## src/rtl/udma_term_pkg.sv

```systemverilog
package udma_term_pkg;

   typedef enum logic [2:0] {
      ST_IDLE,
      ST_DATA,
      ST_DRAIN,
      ST_CRC,
      ST_POST
   } term_state_e;

   localparam int unsigned CRC_HOLD_NS = 20;
   localparam int unsigned SEL_REL_NS  = 30;

   // Ceiling conversion of a time to whole clock periods.
   function automatic int unsigned ns2cyc(input int unsigned ns, input int unsigned per);
      return (ns + per - 1) / per;
   endfunction

   // CRC valid time before acknowledge negation; unknown modes fall back to mode 0.
   function automatic int unsigned crc_setup_ns(input logic [2:0] m);
      case (m)
         3'd5:    return 30;
         3'd4:    return 40;
         3'd3:    return 60;
         3'd2:    return 70;
         3'd1:    return 90;
         default: return 100;
      endcase
   endfunction

   // Request-low to acknowledge-high minimum; unknown modes fall back to mode 0.
   function automatic int unsigned req_ack_ns(input logic [2:0] m);
      case (m)
         3'd5:    return 70;
         3'd4:    return 80;
         3'd3:    return 100;
         3'd2:    return 110;
         3'd1:    return 130;
         default: return 140;
      endcase
   endfunction

   function automatic int unsigned umax(input int unsigned a, input int unsigned b);
      return (a > b) ? a : b;
   endfunction

endpackage

```

## src/rtl/udma_mode_timing.sv

```systemverilog
module udma_mode_timing
   import udma_term_pkg::*;
#(
   parameter int unsigned CLK_PERIOD_NS = 20,
   parameter int unsigned CNT_W         = 3
) (
   input  logic             clk,
   input  logic             rst_n,
   input  logic             load_i,
   input  logic [2:0]       mode_i,
   output logic [CNT_W-1:0] pre_cyc_o
);

   localparam int unsigned NUM_CODES = 8;

   logic [2:0]       mode_q;
   logic [CNT_W-1:0] pre_tbl [NUM_CODES];

   // One table entry per mode code, each the longer of the two pre-negation limits.
   for (genvar m = 0; m < NUM_CODES; m++) begin : g_code
      localparam int unsigned SU  = ns2cyc(crc_setup_ns(3'(m)), CLK_PERIOD_NS);
      localparam int unsigned RQ  = ns2cyc(req_ack_ns(3'(m)), CLK_PERIOD_NS);
      localparam int unsigned PRE = umax(SU, RQ);
      if (PRE >= (1 << CNT_W)) begin : g_too_narrow
         $error("udma_mode_timing: CNT_W too small for mode %0d", m);
      end
      assign pre_tbl[m] = CNT_W'(PRE);
   end

   always_ff @(posedge clk or negedge rst_n) begin
      if (!rst_n) begin
         mode_q <= 3'd0;
      end else if (load_i) begin
         mode_q <= mode_i;
      end
   end

   assign pre_cyc_o = pre_tbl[mode_q];

endmodule

```

## src/rtl/udma_byte_counter.sv

```systemverilog
module udma_byte_counter #(
   parameter int unsigned SEC_W = 8
) (
   input  logic             clk,
   input  logic             rst_n,
   input  logic             clr_i,
   input  logic [SEC_W-1:0] sec_i,
   input  logic             en_i,
   input  logic             word_i,
   output logic             last_o,
   output logic             empty_o
);

   localparam int unsigned SEC_SHIFT = 9;
   localparam int unsigned BYTE_W    = SEC_W + SEC_SHIFT + 1;

   if (SEC_W < 1) begin : g_bad_sec
      $error("udma_byte_counter: SEC_W must be at least 1");
   end

   logic [SEC_W-1:0]  sec_q;
   logic [BYTE_W-1:0] bytes_q;
   logic [BYTE_W-1:0] bytes_nx;
   logic [BYTE_W-1:0] target;

   assign target   = {1'b0, sec_q, {SEC_SHIFT{1'b0}}};
   assign bytes_nx = bytes_q + BYTE_W'(2);
   assign last_o   = en_i && word_i && (bytes_nx == target);
   assign empty_o  = (sec_i == '0);

   always_ff @(posedge clk or negedge rst_n) begin
      if (!rst_n) begin
         sec_q   <= '0;
         bytes_q <= '0;
      end else if (clr_i) begin
         sec_q   <= sec_i;
         bytes_q <= '0;
      end else if (en_i && word_i) begin
         bytes_q <= bytes_nx;
      end
   end


   byte_bound_chk: assert property (@(posedge clk) disable iff (!rst_n)
      en_i |-> (bytes_q < target));

endmodule

```

## src/rtl/udma_term_fsm.sv

```systemverilog
module udma_term_fsm
   import udma_term_pkg::*;
#(
   parameter int unsigned DATA_W   = 16,
   parameter int unsigned ADDR_W   = 3,
   parameter int unsigned CNT_W    = 3,
   parameter int unsigned HOLD_CYC = 1,
   parameter int unsigned POST_CYC = 2,
   parameter int unsigned HA_HOLD  = 5
) (
   input  logic              clk,
   input  logic              rst_n,
   input  logic              start_i,
   input  logic              empty_i,
   input  logic              last_i,
   input  logic              dev_req_i,
   input  logic              dev_rdy_i,
   input  logic [DATA_W-1:0] crc_i,
   input  logic [CNT_W-1:0]  pre_cyc_i,
   output logic              load_o,
   output logic              data_en_o,
   output logic              wr_stb_n_o,
   output logic              ack_n_o,
   output logic              sel0_n_o,
   output logic              sel1_n_o,
   output logic [ADDR_W-1:0] addr_o,
   output logic [DATA_W-1:0] dout_o,
   output logic              dout_oe_o,
   output logic              done_o
);

   localparam logic [CNT_W-1:0]  HOLD_C    = CNT_W'(HOLD_CYC);
   localparam logic [CNT_W-1:0]  POST_LAST = CNT_W'(POST_CYC - 1);
   localparam logic [ADDR_W-1:0] ADDR_HELD = ADDR_W'(HA_HOLD);

   if (HOLD_CYC < 1 || POST_CYC < HOLD_CYC) begin : g_bad_post
      $error("udma_term_fsm: post-acknowledge window shorter than CRC hold");
   end
   if (POST_CYC >= (1 << CNT_W)) begin : g_bad_cnt
      $error("udma_term_fsm: CNT_W too small for post window");
   end

   term_state_e       state_q;
   logic [CNT_W-1:0]  cnt_q;
   logic [DATA_W-1:0] crc_q;
   logic              done_q;
   logic              busy;
   logic              dev_quiet;

   assign dev_quiet = !dev_req_i && !dev_rdy_i;
   assign load_o    = start_i && (state_q == ST_IDLE);
   assign data_en_o = (state_q == ST_DATA);

   always_ff @(posedge clk or negedge rst_n) begin
      if (!rst_n) begin
         state_q <= ST_IDLE;
         cnt_q   <= '0;
         crc_q   <= '0;
         done_q  <= 1'b0;
      end else begin
         done_q <= 1'b0;
         case (state_q)
            ST_IDLE: begin
               if (start_i) begin
                  state_q <= empty_i ? ST_DRAIN : ST_DATA;
               end
            end
            ST_DATA: begin
               if (last_i) begin
                  state_q <= ST_DRAIN;
               end
            end
            ST_DRAIN: begin
               if (dev_quiet) begin
                  crc_q   <= crc_i;
                  cnt_q   <= pre_cyc_i - CNT_W'(1);
                  state_q <= ST_CRC;
               end
            end
            ST_CRC: begin
               if (cnt_q == '0) begin
                  state_q <= ST_POST;
               end else begin
                  cnt_q <= cnt_q - CNT_W'(1);
               end
            end
            ST_POST: begin
               if (cnt_q == POST_LAST) begin
                  state_q <= ST_IDLE;
                  cnt_q   <= '0;
                  done_q  <= 1'b1;
               end else begin
                  cnt_q <= cnt_q + CNT_W'(1);
               end
            end
            default: state_q <= ST_IDLE;
         endcase
      end
   end

   assign busy       = (state_q != ST_IDLE);
   assign wr_stb_n_o = (state_q != ST_DATA);
   assign ack_n_o    = !((state_q == ST_DATA) || (state_q == ST_DRAIN) || (state_q == ST_CRC));
   assign sel0_n_o   = !busy;
   assign sel1_n_o   = !busy;
   assign addr_o     = busy ? ADDR_HELD : '0;
   assign dout_oe_o  = (state_q == ST_CRC) || ((state_q == ST_POST) && (cnt_q < HOLD_C));
   assign dout_o     = dout_oe_o ? crc_q : '0;
   assign done_o     = done_q;


   start_ack_chk: assert property (@(posedge clk) disable iff (!rst_n)
      (start_i && (state_q == ST_IDLE)) |=> !ack_n_o);


   strobe_stop_chk: assert property (@(posedge clk) disable iff (!rst_n)
      $rose(wr_stb_n_o) |-> !ack_n_o);


   crc_after_quiet_chk: assert property (@(posedge clk) disable iff (!rst_n)
      $rose(dout_oe_o) |-> $past(!dev_req_i && !dev_rdy_i));


   ack_over_crc_chk: assert property (@(posedge clk) disable iff (!rst_n)
      $rose(ack_n_o) |-> (dout_oe_o && $past(dout_oe_o)));


   hold_after_ack_chk: assert property (@(posedge clk) disable iff (!rst_n)
      $fell(dout_oe_o) |-> ack_n_o);


   release_done_chk: assert property (@(posedge clk) disable iff (!rst_n)
      $rose(sel0_n_o) |-> (done_o && ack_n_o && !dout_oe_o));

endmodule

```

## src/rtl/udma_wr_term.sv

```systemverilog
module udma_wr_term
   import udma_term_pkg::*;
#(
   parameter int unsigned CLK_PERIOD_NS = 20,
   parameter int unsigned SEC_W         = 8,
   parameter int unsigned DATA_W        = 16,
   parameter int unsigned ADDR_W        = 3,
   parameter int unsigned HA_HOLD       = 5
) (
   input  logic              clk,
   input  logic              rst_n,
   input  logic              start_i,
   input  logic [2:0]        mode_i,
   input  logic [SEC_W-1:0]  sec_cnt_i,
   input  logic              word_sent_i,
   input  logic              dev_req_i,
   input  logic              dev_rdy_i,
   input  logic [DATA_W-1:0] crc_i,
   output logic              wr_stb_n_o,
   output logic              ack_n_o,
   output logic              sel0_n_o,
   output logic              sel1_n_o,
   output logic [ADDR_W-1:0] addr_o,
   output logic [DATA_W-1:0] dout_o,
   output logic              dout_oe_o,
   output logic              done_o
);

   localparam int unsigned HOLD_CYC  = ns2cyc(CRC_HOLD_NS, CLK_PERIOD_NS);
   localparam int unsigned REL_CYC   = ns2cyc(SEL_REL_NS, CLK_PERIOD_NS);
   localparam int unsigned POST_CYC  = umax(HOLD_CYC, REL_CYC);
   localparam int unsigned WORST_PRE = umax(ns2cyc(crc_setup_ns(3'd0), CLK_PERIOD_NS),
                                            ns2cyc(req_ack_ns(3'd0), CLK_PERIOD_NS));
   localparam int unsigned CNT_W     = $clog2(umax(WORST_PRE, POST_CYC) + 1);

   if (CLK_PERIOD_NS == 0) begin : g_bad_period
      $error("udma_wr_term: CLK_PERIOD_NS must be nonzero");
   end
   if (DATA_W < 1 || ADDR_W < 1) begin : g_bad_width
      $error("udma_wr_term: bus widths must be nonzero");
   end
   if (HA_HOLD >= (1 << ADDR_W)) begin : g_bad_addr
      $error("udma_wr_term: HA_HOLD does not fit ADDR_W");
   end

   logic             load;
   logic             data_en;
   logic             last_word;
   logic             empty;
   logic [CNT_W-1:0] pre_cyc;

   udma_mode_timing #(
      .CLK_PERIOD_NS (CLK_PERIOD_NS),
      .CNT_W         (CNT_W)
   ) timing_i (
      .clk       (clk),
      .rst_n     (rst_n),
      .load_i    (load),
      .mode_i    (mode_i),
      .pre_cyc_o (pre_cyc)
   );

   udma_byte_counter #(
      .SEC_W (SEC_W)
   ) count_i (
      .clk     (clk),
      .rst_n   (rst_n),
      .clr_i   (load),
      .sec_i   (sec_cnt_i),
      .en_i    (data_en),
      .word_i  (word_sent_i),
      .last_o  (last_word),
      .empty_o (empty)
   );

   udma_term_fsm #(
      .DATA_W   (DATA_W),
      .ADDR_W   (ADDR_W),
      .CNT_W    (CNT_W),
      .HOLD_CYC (HOLD_CYC),
      .POST_CYC (POST_CYC),
      .HA_HOLD  (HA_HOLD)
   ) fsm_i (
      .clk        (clk),
      .rst_n      (rst_n),
      .start_i    (start_i),
      .empty_i    (empty),
      .last_i     (last_word),
      .dev_req_i  (dev_req_i),
      .dev_rdy_i  (dev_rdy_i),
      .crc_i      (crc_i),
      .pre_cyc_i  (pre_cyc),
      .load_o     (load),
      .data_en_o  (data_en),
      .wr_stb_n_o (wr_stb_n_o),
      .ack_n_o    (ack_n_o),
      .sel0_n_o   (sel0_n_o),
      .sel1_n_o   (sel1_n_o),
      .addr_o     (addr_o),
      .dout_o     (dout_o),
      .dout_oe_o  (dout_oe_o),
      .done_o     (done_o)
   );

endmodule

```

## config.mk

```make
export PLATFORM = sky130hd
export DESIGN_NAME = udma_wr_term
export DESIGN_NICKNAME = d
export VERILOG_FILES = /design/src/rtl/udma_term_pkg.sv /design/src/rtl/udma_mode_timing.sv /design/src/rtl/udma_byte_counter.sv /design/src/rtl/udma_term_fsm.sv /design/src/rtl/udma_wr_term.sv
export SDC_FILE = /design/constraint.sdc
export NUM_CORES = 1
export LEC_CHECK = 0
export BUFFER_PORTS_ARGS = -buffer_cell sky130_fd_sc_hd__buf_2
export CAP_MARGIN = 20
export CORE_MARGIN = 3
export CORE_UTILIZATION = 60
export DETAILED_ROUTE_END_ITERATION = 6
export PLACE_DENSITY = 0.83
export SYNTH_ARGS = -nofsm -noshare
export SYNTH_HDL_FRONTEND = slang
export SYNTH_HIERARCHICAL = 1
export SYNTH_SLANG_ARGS = --single-unit
```

## constraint.sdc

```tcl
create_clock -name clk -period 4.4 [get_ports clk]
set_input_delay 0.44 -clock clk [delete_from_list [all_inputs] [get_ports clk]]
set_output_delay 0.44 -clock clk [all_outputs]
set_load 0.05 [all_outputs]
```

==> impl_results.md, run 1 <==
- Status: completed
- Worst Path Max Fanout: 18
- Lkg Pwr: approximately 0.0016 uW
- Yosys Warn Count: 6
- Met3 WL: between 300 and 400 um
- Final-report hold violation count: 0
- Worst-skew pair later-pin latency: about 0.30 ns
- Synth Register Bits: 51
- Routed Antenna Nets: 0
- CP cell instances: nor3b_1 > a21oi_2 > nor2b_1 > buf_2
- Worst endpoint required time: roughly 4.0 ns
- Number of buffers and inverters on the critical path: 1
- Post-CTS Setup Inserts: 0
- Die Width: 77.28 um
- Period Utilization, post-route: around three fifths
- Synth-to-Final Area Change: 12.27%
- Final Max Tran Viols: 0
- Rel. slew slack: between 30% and 40%
- CP max-delay cell: dfrtp_1
- Area occupied by multi-input gates: 0.001608 mm^2
- Clk buf depth: 2
- H-Tree Depth: 2
- Asr flop ratio synth: between 90% and 100%
- Minimum clock period: ~2.7 ns
- Antenna violations before repair: 0
- Total GRT Usage: roughly 22%
- CTS Buf Count: 5
- CTS Sinks: 51
- Met2 wire len: 3.067 mm
- Cells after Synth: about 310
- Core area: roughly 0.0048 mm^2
- Final setup violation count: 0
- Register area: 0.001276 mm^2
- Commonest non-fill, non-tap cell in the layout: buf_2
- Fill cells: 380
- Initial DRT Pass Iterations: 4
- Vias per Instance: ~5.6
- Post-synth top flop: dfrtp_1
- WS Path Type: flip-flop to output port
- Initial Util: a little over three fifths
- Fin area: around 0.0034 mm^2
- Drt drc: 0
- Pwr per Cell Area: 677.4 mW/mm^2
- Antenna fix cells: 0
- CTS resizes: 0
- Max layer used: met4
- # hold bufs at CTS: 0
- IO buf count: between 50 and 60
- Die area: about 0.006 mm^2
- Vias in the first global route: around 2,300
- Seq/Total Area, Yosys: a little over two fifths
- Avg Inst Size Synth: between 9 and 10 um^2
- First-pass GRT wire length: 10.87 mm
- Post-DP HPWL: between 4 and 5 mm
- Die H: about 77 um
- Mapped Area: 0.003048 mm^2
- RSZ-0062 raised after global routing: no
- Placement Cell Area: around 0.0033 mm^2
- Synth unique cells: between 50 and 60
- Total Nets Final: between 300 and 400
- Iteration-0 DRC Markers: approximately 140
- Largest net degree at the start of global routing: 52
- CTS clock-pin slew for the worst setup and hold paths: 0.09 ns
- Net count after synthesis: 346
- IO Count: between 50 and 60
- Fmax: between 0.3 and 0.4 GHz
- Hold/Removal Path Class: input pin to async pin
- Layout cell share with drive strength beyond 1: between 20% and 30%
- Tightest Pin Transition: between 0.9 and 1 ns
- Placer Congestion: 0.8103
- Number of synthesized flops with an enable pin: 0
- Max incr delay on CP: just under 0.8 ns
- Worst setup EP type: output port
- Clock root buffer: clkbuf_8
- Max Cap Viol: 0
- Most frequent cells in the layout: buf_2 (56), dfrtp_1 (51), nor2_1 (25), nand2_1 (18), nor2b_1 (18)
- Critical Path AT: roughly 2.3 ns
- Clock skew: around 0.0044 ns
- Drt total wl: a little over 6 mm
- Cell Rows: 25
- Crit-path leading delay family: flip-flops
- Grt total ovfl: 0
- CTS tree: done
- Total Neg Setup Slack: 0 ns
- Via Count: 2,366
- Crit path launch type: flip-flop
- Metal-1 WL: ~2.7 mm
- Max VDD drop: 0.3356 mV
- Routed WL per cell: around 15 um
[per-stage QoR]
stage	worst slack [ns]	hold slack (ns)	total power (uW)	cells	utilization, %
detailed placement	1.928	0.4681	1992	411	68.52
CTS	1.670	0.2545	2336	419	71.04
global placement	1.996	0.4603	1943	411	68.52
floorplan	1.031	0.1444	1757	306	-
finish	1.687	0.2351	2318	419	71.04
global route	1.513	0.2828	2472	419	71.04
[layer usage]
| metal | up-vias | GRT usage (%) |
|---|---|---|
| met5 | - | 0 |
| met4 | 0 | 6.762 |
| met3 | 8 | 4.695 |
| met2 | 67 | 38.86 |
| met1 | 1148 | 27.54 |
| li1 | 1143 | - |
[worst register-to-register path, delay by kind of cell, from the launching register on]
family	cells	cell delay (ns)
simple gates	2	0.60
buf+inv	1	0.73
flops	1	0.62
mux	1	0.45
[cell families after synthesis]
| kind of cell | count (synthesis) | synth area share (%) |
|---|---|---|
| simple gates | 118 | 22.50 |
| flops | 51 | 41.87 |
| compound gates | 43 | 8.908 |
| buf+inv | 31 | 5.377 |
| mux | 30 | 11.33 |
| xor+xnor | 24 | 6.896 |
| fa+ha+maj | 7 | 2.873 |
| other cells | 2 | 0.2464 |
[sequential cells by signal (all words and copies together), names as in the netlist]
signal,cells
fsm_i/crc_q,16
fsm_i/state_q,3
fsm_i/cnt_q,3
count_i/bytes_q,17
fsm_i/done_o,1
count_i/sec_q,8
timing_i/mode_q,3
[layout make-up]
cell class                 count  area share [%]
clock buffer                   6           2.413
clock inverter                 2           1.133
inverter                      12           1.316
multi-input combinational    224           46.98
sequential                    51           37.29
tap                           67           2.450
timing repair buffer          57           8.410
[path summary, 6_finish.rpt]
check                      depth (start not counted)                         start                      endpoint  slack, ns
max                                                4  fsm_i/state_q[0]$_DFFE_PN0P_                     dout_o[3]       1.69
min reg2reg                                        1    fsm_i/crc_q[9]$_DFFE_PN0P_    fsm_i/crc_q[9]$_DFFE_PN0P_       0.49
max reg2reg                                        4  fsm_i/state_q[0]$_DFFE_PN0P_  count_i/sec_q[3]$_DFFE_PN0P_       1.90
max in group asynchronous                          2                         rst_n  fsm_i/state_q[0]$_DFFE_PN0P_       3.74
min                                                2                         rst_n   fsm_i/crc_q[13]$_DFFE_PN0P_       0.24
min in group clk                                   2                     crc_i[12]   fsm_i/crc_q[12]$_DFFE_PN0P_       0.35
[synth_stat cells, types with 3 or more instances]
cell / instances / share of area (%)
o21ai_1: 8 / 1.3
mux2_1: 13 / 4.8
xor2_1: 13 / 3.7
or3_1: 8 / 1.6
nand3_1: 9 / 1.5
nand3b_1: 4 / 0.99
ha_1: 7 / 2.9
nor2b_1: 18 / 3.7
nand2b_1: 5 / 1.0
nand2_1: 18 / 2.2
nor3_1: 5 / 0.82
inv_1: 12 / 1.5
mux2_2: 15 / 5.5
a21oi_2: 3 / 0.86
nand4_1: 3 / 0.62
buf_2: 5 / 0.82
o21ai_0: 9 / 1.5
and3_1: 4 / 0.82
nor2_1: 25 / 3.1
buf_4: 7 / 1.7
a21oi_1: 11 / 1.8
dfrtp_1: 51 / 42
clkbuf_1: 5 / 0.62
nor3b_1: 3 / 0.74
xnor2_1: 11 / 3.2
[power by group]
group | switching (uW) | internal [uW]
registers | 169 | 634
logic | 742 | 429
clock network | 157 | 187
No activity file was read; power rests on OpenSTA's default activity.
==> run 2, diff against run 1 <==
--- a/config.mk
+++ b/config.mk
@@ -8,9 +8,9 @@
 export BUFFER_PORTS_ARGS = -buffer_cell sky130_fd_sc_hd__buf_2
 export CAP_MARGIN = 20
 export CORE_MARGIN = 3
-export CORE_UTILIZATION = 60
+export CORE_UTILIZATION = 56
 export DETAILED_ROUTE_END_ITERATION = 6
-export PLACE_DENSITY = 0.83
+export PLACE_DENSITY = 0.79
 export SYNTH_ARGS = -nofsm -noshare
 export SYNTH_HDL_FRONTEND = slang
 export SYNTH_HIERARCHICAL = 1
==> constraint.sdc (replaced) <==
create_clock -name clk -period 2.57 [get_ports clk]
set_input_delay 0.257 -clock clk [delete_from_list [all_inputs] [get_ports clk]]
set_output_delay 0.257 -clock clk [all_outputs]
set_load 0.05 [all_outputs]
==> run 2 against run 1 <==
Compared with the run above: count of clock-buffer cells in the layout shrank 1; non-clock buffer count grew 10; sequential power grew 63%; utilization shrank 3.1 points; sequential share of layout area shrank 0.95 points; highest routed layer unchanged.
==> impl_results.md, run 2 (synthesis results as in run 1) <==
- Die area: 0.006364 mm^2 (was 0.005971 mm^2)
- Drt total wl: 6.121 mm (was 6.230 mm)
- Via Count: 2,361 (was 2,366)
- Hold Path Cell Cnt: 2
- IO buf count: 56 (unchanged)
- CTS clock-pin slew for the worst setup and hold paths: 0.09 ns (about the same)
- Fin util: 67.95% (was 71.04%)
- Core area: 0.005172 mm^2 (was 0.004817 mm^2)
- IO Count: 58 (unchanged)
- Max VDD drop: 0.5718 mV (was 0.3356 mV)
- Crit path launch type: flip-flop (unchanged)
- Vias per Instance: 5.465 (was 5.647)
- Hold path start: crc_i[1]
- Flip-flop count of the largest register after layout: 17 (unchanged)
- Worst endpoint required time: 2.76 ns (was 3.96 ns)
- Worst R2R Start: count_i/bytes_q[1]$_DFFE_PN0N_ (was fsm_i/state_q[0]$_DFFE_PN0P_)
- Reg2reg path depth: 10 (was 4)
- Post-DP HPWL: 4.602 mm (was 4.553 mm)
- Cell Rows: 26 (was 25)
- Fill cells: 404 (was 380)
- Clock root buffer: clkbuf_8 (unchanged)
- Status: completed (unchanged)
- Total Nets Final: 401 (was 391)
- Largest net degree at the start of global routing: 34 (was 52)
- CTS tree: done (unchanged)
- Max Cap Viol: 0 (unchanged)
- Total GRT Usage: 20.70% (was 22.26%)
- Antenna violations before repair: 0 (unchanged)
- Register area: 0.001277 mm^2 (was 0.001276 mm^2)
- Period Utilization, post-route: a little over nine tenths
- Area occupied by multi-input gates: 0.001627 mm^2 (was 0.001608 mm^2)
- Antenna fix cells: 0 (unchanged)
- Clk buf depth: 2 (unchanged)
- Final Max Tran Viols: 0 (unchanged)
- Initial Util: 58.93% (was 63.27%)
- Worst setup EP type: flip-flop (was output port)
- Worst Path Max Fanout: 5 (was 18)
- Commonest non-fill, non-tap cell in the layout: buf_2 (unchanged)
- Synth-to-Final Area Change: 15.31% (was 12.27%)
- Final-report hold violation count: 0 (unchanged)
- Hold-critical path endpoint: fsm_i/crc_q[1]$_DFFE_PN0P_
- Clock skew: 0.005586 ns (was 0.004370 ns)
- Placer Congestion: 0.8614 (was 0.8103)
- Routed WL per cell: 14.17 um (was 14.87 um)
- Fmax: ~0.41 GHz
- Die H: 79.78 um (was 77.28 um)
- Iteration-0 DRC Markers: 113 (was 141)
- Final setup violation count: 0 (unchanged)
- R2r setup slk: 0.14 ns (was 1.90 ns)
- Vias in the first global route: 2,270 (was 2,335)
- Top reg by flops: count_i/bytes_q (unchanged)
- Worst-skew pair later-pin latency: 0.31 ns (was 0.30 ns)
- Hold/Removal Path Class: input pin to flip-flop (was input pin to async pin)
- CTS Sinks: 51 (unchanged)
- Reg2reg end: fsm_i/state_q[0]$_DFFE_PN0P_ (was count_i/sec_q[3]$_DFFE_PN0P_)
- Routed Antenna Nets: 0 (unchanged)
- Drt drc: 0 (unchanged)
- Layout cell share with drive strength beyond 1: 29.28% (was 26.70%)
- Final Total Pwr: 4024 uW (was 2318 uW)
- CTS Buf Count: 5 (unchanged)
- Die Width: 79.78 um (was 77.28 um)
- First-pass GRT wire length: 10.42 mm (was 10.87 mm)
- Rel. slew slack: 52.67% (was 33.97%)
- Lkg Pwr: 0.001625 uW (was 0.001577 uW)
- Grt total ovfl: 0 (unchanged)
- Minimum clock period: ~2.4 ns
- H-Tree Depth: 2 (unchanged)
- Pwr per Cell Area: 1145 mW/mm^2 (was 677.4 mW/mm^2)
- WS Path Type: flip-flop to flip-flop (was flip-flop to output port)
- Critical Path AT: 2.63 ns (was 2.27 ns)
- Initial DRT Pass Iterations: 4 (unchanged)
- Most frequent cells in the layout: buf_2 (56), dfrtp_1 (50), nor2_1 (25), nand2_1 (18), nor2b_1 (18) (was buf_2 (56), dfrtp_1 (51), nor2_1 (25), nand2_1 (18), nor2b_1 (18))
- Top Registers: count_i/bytes_q x17, fsm_i/crc_q x16, count_i/sec_q x8 (unchanged)
- Tightest Pin Transition: 0.7100 ns (was 0.9894 ns)
## run 2: cell count changes in the layout (fill, tap and decap cells not counted)
cell / previous run / this run
o21ai_0: 9 / 8
clkinv_4: 0 / 1
a41oi_2: 0 / 1
o21ai_1: 8 / 9
dfrtp_2: 0 / 1
dfrtp_1: 51 / 50
nor3_4: 0 / 1
clkbuf_8: 6 / 5
nor3_1: 5 / 4
clkinv_2: 0 / 1
a41oi_1: 1 / 0
dlygate4sd3_1: 0 / 1
buf_4: 1 / 10
inv_6: 1 / 0
## run 2: area by class of cell
class / instances / share of cell area [%]
flip-flops and latches: 51 / 36.35
repair buffers: 67 / 10.40
clock buffers: 5 / 1.958
inverters: 12 / 1.282
clock inverters: 3 / 1.246
multi-input cells: 224 / 46.28
well taps: 70 / 2.492
## run 2: critical path, stage by stage, from the launching register on
cell and delay [ns]:
dfrtp_2 0.44, ha_1 0.22, and2_2 0.23, nand4_1 0.10
mux2_2 0.34, o32ai_1 0.13, nand4_1 0.15, a311oi_2 0.29
nand2b_1 0.12, a41oi_2 0.21, o21ai_1 0.09
## run 2: metrics by stage
step           worst slack, ns  setup TNS, ns  area, um^2  hold WS, ns  instances
2_1_floorplan          0.03057              0        3063     -0.03859        306
3_3_place_gp            0.2606              0        3376       0.2054        422
3_5_place_dp            0.1805              0        3376       0.2099        422
4_1_cts                0.08408              0        3498       0.1621        431
5_1_grt            -0.00002354    -0.00002354        3515       0.1474        432
6_report                0.1354              0        3515       0.1644        432
## run 2: report_power, final
group | total, uW | internal [uW] | switching [uW]
clock network | 560 | 290 | 270
logic | 2150 | 793 | 1360
registers | 1310 | 1090 | 223
## run 2: repair_timing
| item | in CTS | in global routing |
|---|---|---|
| hold endpoints to repair | 18 | 0 |
| hold buffers | 1 | 0 |
| resized for setup | 0 | 3 |
| setup buffers | 0 | 1 |
| setup endpoints to repair | 0 | 2 |
## run 2: how the worst max path moves through the flow
stage | from | slack [ns] | cells after the start | end
global placement | count_i/bytes_q[1]$_DFFE_PN0N_ | 0.26 | 10 | fsm_i/state_q[0]$_DFFE_PN0P_
finish | count_i/bytes_q[1]$_DFFE_PN0N_ | 0.14 | 10 | fsm_i/state_q[0]$_DFFE_PN0P_
CTS | count_i/bytes_q[1]$_DFFE_PN0N_ | 0.08 | 10 | fsm_i/state_q[0]$_DFFE_PN0P_
detailed placement | count_i/bytes_q[1]$_DFFE_PN0N_ | 0.18 | 10 | fsm_i/state_q[0]$_DFFE_PN0P_
global route | count_i/bytes_q[1]$_DFFE_PN0N_ | -0.00002 | 9 | fsm_i/state_q[1]$_DFFE_PN0P_
floorplan | fsm_i/state_q[0]$_DFFE_PN0P_ | 0.03 | 12 | fsm_i/state_q[0]$_DFFE_PN0P_
## run 2: per-layer routing
layer	wire (um)	GRT usage (%)	part of all wire, %	vias up
met2	2857	33.31	47	85
li1	-	-	-	1162
met5	0	0	0	-
met1	2692	27.56	44	1102
met3	450	4.966	7.4	12
met4	121	6.757	2.0	0
==> run 3, diff against run 2 <==
--- a/config.mk
+++ b/config.mk
@@ -5,12 +5,14 @@
 export SDC_FILE = /design/constraint.sdc
 export NUM_CORES = 1
 export LEC_CHECK = 0
+export ABC_AREA = 1
+export ABC_CLOCK_PERIOD_IN_PS = 2570
 export BUFFER_PORTS_ARGS = -buffer_cell sky130_fd_sc_hd__buf_2
 export CAP_MARGIN = 20
 export CORE_MARGIN = 3
 export CORE_UTILIZATION = 56
 export DETAILED_ROUTE_END_ITERATION = 6
-export PLACE_DENSITY = 0.79
+export PLACE_DENSITY = 0.78
 export SYNTH_ARGS = -nofsm -noshare
 export SYNTH_HDL_FRONTEND = slang
 export SYNTH_HIERARCHICAL = 1
==> run 3 against run 2 <==
Compared with the run above: combinational power up 13%; utilization down 0.87 points; clock skew decreased by 0.0026 ns; first-iteration DRC count up 72%; highest routed layer unchanged.
==> impl_results.md, run 3 <==
- Total Neg Setup Slack: 0 ns (unchanged)
- Layout cell share with drive strength beyond 1: 19.34% (was 29.28%)
- Max Cap Viol: 0 (unchanged)
- Most frequent cells in the layout: nand2_1 (99), inv_1 (70), buf_2 (56), nor2_1 (55), dfrtp_1 (50) (was buf_2 (56), dfrtp_1 (50), nor2_1 (25), nand2_1 (18), nor2b_1 (18))
- H-Tree Depth: 2 (unchanged)
- CTS clock-pin slew for the worst setup and hold paths: 0.09 ns (about the same)
- Setup WS post-layout: 0.3094 ns (was 0.1354 ns)
- Clk buf depth: 2 (unchanged)
- Worst R2R Start: fsm_i/state_q[0]$_DFFE_PN0P_ (was count_i/bytes_q[1]$_DFFE_PN0N_)
- CTS tree: done (unchanged)
- Vias in the first global route: 2,643 (was 2,270)
- Synth-to-Final Area Change: 13.04% (was 15.31%)
- Status: completed (unchanged)
- Initial DRT Pass Iterations: 4 (unchanged)
- Fin cells: 556 (was 432)
- Worst endpoint required time: 2.76 ns (about the same)
- Top Registers: count_i/bytes_q x17, fsm_i/crc_q x16, count_i/sec_q x8 (unchanged)
- Routed Antenna Nets: 0 (unchanged)
- Final-report hold violation count: 0 (unchanged)
- Worst setup EP type: flip-flop (unchanged)
- Top reg by flops: count_i/bytes_q (unchanged)
- Post-synth top area cell: dfrtp_1 (unchanged)
- Flip-flop count of the largest register after layout: 17 (unchanged)
- Total Nets Final: 525 (was 401)
- Routing usage on met2: 37.17% (was 33.31%)
- Final Max Tran Viols: 0 (unchanged)
- Avg Inst Size Synth: 7.211 um^2 (was 9.961 um^2)
- Hold-critical path endpoint: timing_i/mode_q[1]$_DFFE_PN0P_ (was fsm_i/crc_q[1]$_DFFE_PN0P_)
- Core area: 0.005238 mm^2 (was 0.005172 mm^2)
- Lkg Pwr: 0.001886 uW (was 0.001625 uW)
- Final setup violation count: 0 (unchanged)
- Post-DP HPWL: 5.300 mm (was 4.602 mm)
- Vias per Instance: 5.110 (was 5.465)
- Critical Path AT: 2.45 ns (was 2.63 ns)
- Final Total Pwr: 4196 uW (was 4024 uW)
- Register area: 0.001277 mm^2 (unchanged)
- Die area: 0.006480 mm^2 (was 0.006364 mm^2)
- Clock skew: 0.003035 ns (was 0.005586 ns)
- Max VDD drop: 1.230 mV (was 0.5718 mV)
- WS Path Type: flip-flop to flip-flop (unchanged)
- Post-synth top cells: nand2_1 (99), inv_1 (70), nor2_1 (56) (was dfrtp_1 (51), nor2_1 (25), nand2_1 (18), nor2b_1 (18), mux2_2 (15))
- IO buf count: 56 (unchanged)
- Synth top area cells: dfrtp_1 (41%), nand2_1 (12%), inv_1 (8.5%) (was dfrtp_1 (42%), mux2_2 (5.5%), mux2_1 (4.8%))
- Hold/Removal Path Class: input pin to flip-flop (unchanged)
- Fmax: 0.4424 GHz (was 0.4107 GHz)
- Area occupied by multi-input gates: 0.001468 mm^2 (was 0.001627 mm^2)
- Die H: 80.50 um (was 79.78 um)
- Routed WL per cell: 12.08 um (was 14.17 um)
- Minimum clock period: 2.261 ns (was 2.435 ns)
- Total GRT Usage: 22.16% (was 20.70%)
- Initial Util: 59.34% (was 58.93%)
- Net count after synthesis: 471 (was 346)
- CTS Buf Count: 5 (unchanged)
- R2r setup slk: 0.31 ns (was 0.14 ns)
- Seq/Total Area, Yosys: 41.06% (was 41.87%)
- Antenna fix cells: 0 (unchanged)
- Mapped Area: 0.003108 mm^2 (was 0.003048 mm^2)
- Crit path launch type: flip-flop (unchanged)
- Yosys top cell area share: 41.06% (was 41.87%)
- Period Utilization, post-route: 87.96% (was 94.73%)
- Worst Path Max Fanout: 5 (unchanged)
- Cell Rows: 26 (unchanged)
- RSZ-0062 raised after global routing: no
- Worst-skew pair later-pin latency: 0.30 ns (was 0.31 ns)
- Met1 Use GR: 29.86% (was 27.56%)
- Largest net degree at the start of global routing: 33 (was 34)
- Post-CTS Setup Inserts: 0 (unchanged)
- Fill cells: 466 (was 404)
- Clock root buffer: clkbuf_8 (unchanged)
- Reg2reg end: fsm_i/state_q[0]$_DFFE_PN0P_ (unchanged)
- Asr flop ratio synth: 100.0% (unchanged)
- Iteration-0 DRC Markers: 194 (was 113)
- Cells after Synth: 431 (was 306)
- Number of synthesized flops with an enable pin: 0 (unchanged)
- Placed insts: 547 (was 422)
- Drt total wl: 6.718 mm (was 6.121 mm)
- Grt total ovfl: 0 (unchanged)
- Die Width: 80.50 um (was 79.78 um)
- Setup WS pre-CTS: 0.2793 ns (was 0.1805 ns)
- Met3 usage: 3.812% (was 4.966%)
- Hold path start: mode_i[1] (was crc_i[1])
- Synth unique cells: 33 (was 51)
- Synth Register Bits: 51 (unchanged)
- Via Count: 2,841 (was 2,361)
- Pwr per Cell Area: 1194 mW/mm^2 (was 1145 mW/mm^2)
- Drt drc: 0 (unchanged)
- Top-count cell post-synth: nand2_1 (was dfrtp_1)
- Yosys Warn Count: 6 (unchanged)
- Reg2reg path depth: 19 (was 10)
- Hold Path Cell Cnt: 3 (was 2)
- Commonest non-fill, non-tap cell in the layout: nand2_1 (was buf_2)
- CTS Sinks: 51 (unchanged)
- Post-synth top flop: dfrtp_1 (unchanged)
- IO Count: 58 (unchanged)
- GRT Max-Usage Layer: met2 (unchanged)
- Tightest Pin Transition: 0.7080 ns (was 0.7100 ns)
- Antenna violations before repair: 0 (unchanged)
- Placer Congestion: 0.9133 (was 0.8614)
- Rel. slew slack: 52.63% (was 52.67%)
- First-pass GRT wire length: 11.41 mm (was 10.42 mm)
run 3: cell types whose count changed in the layout (fill, tap and decap cells not counted), sizes merged, moves of 6 or more:
cell,delta
nor2,+40
inv,+60
o22ai,+9
mux2,-30
xnor2,-11
buf,-6
nor2b,-18
nand2,+86
or3,-8
nand3,+30
run 3: where the power goes:
group / switching, uW / internal (uW) / total [uW]
logic: 1730 / 682 / 2420
clock network: 253 / 191 / 444
registers: 217 / 1120 / 1340
run 3: how the worst max path moves through the flow:
stage	startpoint	to	cells past startpoint
finish	fsm_i/state_q[0]$_DFFE_PN0P_	fsm_i/state_q[0]$_DFFE_PN0P_	19
detailed placement	fsm_i/state_q[0]$_DFFE_PN0P_	fsm_i/state_q[0]$_DFFE_PN0P_	19
floorplan	fsm_i/state_q[1]$_DFFE_PN0P_	count_i/bytes_q[10]$_DFFE_PN0N_	10
CTS	fsm_i/state_q[0]$_DFFE_PN0P_	fsm_i/state_q[0]$_DFFE_PN0P_	19
global route	fsm_i/state_q[0]$_DFFE_PN0P_	fsm_i/state_q[0]$_DFFE_PN0P_	20
global placement	fsm_i/state_q[0]$_DFFE_PN0P_	fsm_i/state_q[0]$_DFFE_PN0P_	20
run 3: logic make-up after synthesis:
| kind of cell | Yosys count | share of synthesized area (%) |
|---|---|---|
| AND/OR/NAND/NOR | 223 | 31.96 |
| buffers and inverters | 87 | 11.80 |
| AO/OA/AOI/OAI | 53 | 9.863 |
| flip-flops | 51 | 41.06 |
| XOR/XNOR | 8 | 2.255 |
| adder cells (fa/ha/maj) | 7 | 2.818 |
| other | 2 | 0.2416 |
run 3: metrics by stage:
stage | area [um^2] | hold slack (ns) | util [%]
2_1_floorplan | 3110 | -0.03859 | -
3_3_place_gp | 3417 | 0.2543 | 65.24
3_5_place_dp | 3417 | 0.2593 | 65.24
4_1_cts | 3512 | 0.1592 | 67.06
5_1_grt | 3513 | 0.1776 | 67.08
6_report | 3513 | 0.1651 | 67.08
run 3: worst max-delay path, cell delays in order, from the launching register on:
cell      delay, ns
dfrtp_2        0.44
inv_1          0.09
nor2_1         0.13
nand2_1        0.11
inv_1          0.06
nand2_1        0.06
inv_1          0.08
nand3_1        0.08
nor2_1         0.12
nand2_1        0.06
nor2_1         0.11
nand3_1        0.10
nor2_1         0.11
nand3_1        0.08
nor2_1         0.09
inv_1          0.05
nand3_1        0.09
nand3_1        0.08
o21bai_1       0.15
nand2_1        0.06
run 3: what timing repair did:
action	CTS	global route
resized for setup	0	1
hold buffers	1	0
endpoints found under the hold margin	22	0
setup endpoints to repair	0	2
run 3: area by class of cell:
| type | count | area share (%) |
|---|---|---|
| Clock buffer | 6 | 2.066 |
| Clock inverter | 2 | 0.3561 |
| Inverter | 73 | 7.835 |
| Multi-Input combinational cell | 293 | 41.77 |
| Sequential cell | 51 | 36.36 |
| Tap cell | 70 | 2.493 |
| Timing Repair Buffer | 61 | 9.117 |
run 3: metal layers:
layer | share of wire, % | routed length [um] | vias to the layer above
met5 | 0 | 0 | -
met4 | 0.97 | 65 | 0
met3 | 4.6 | 307 | 6
met2 | 49 | 3317 | 69
met1 | 45 | 3026 | 1322
li1 | - | - | 1444
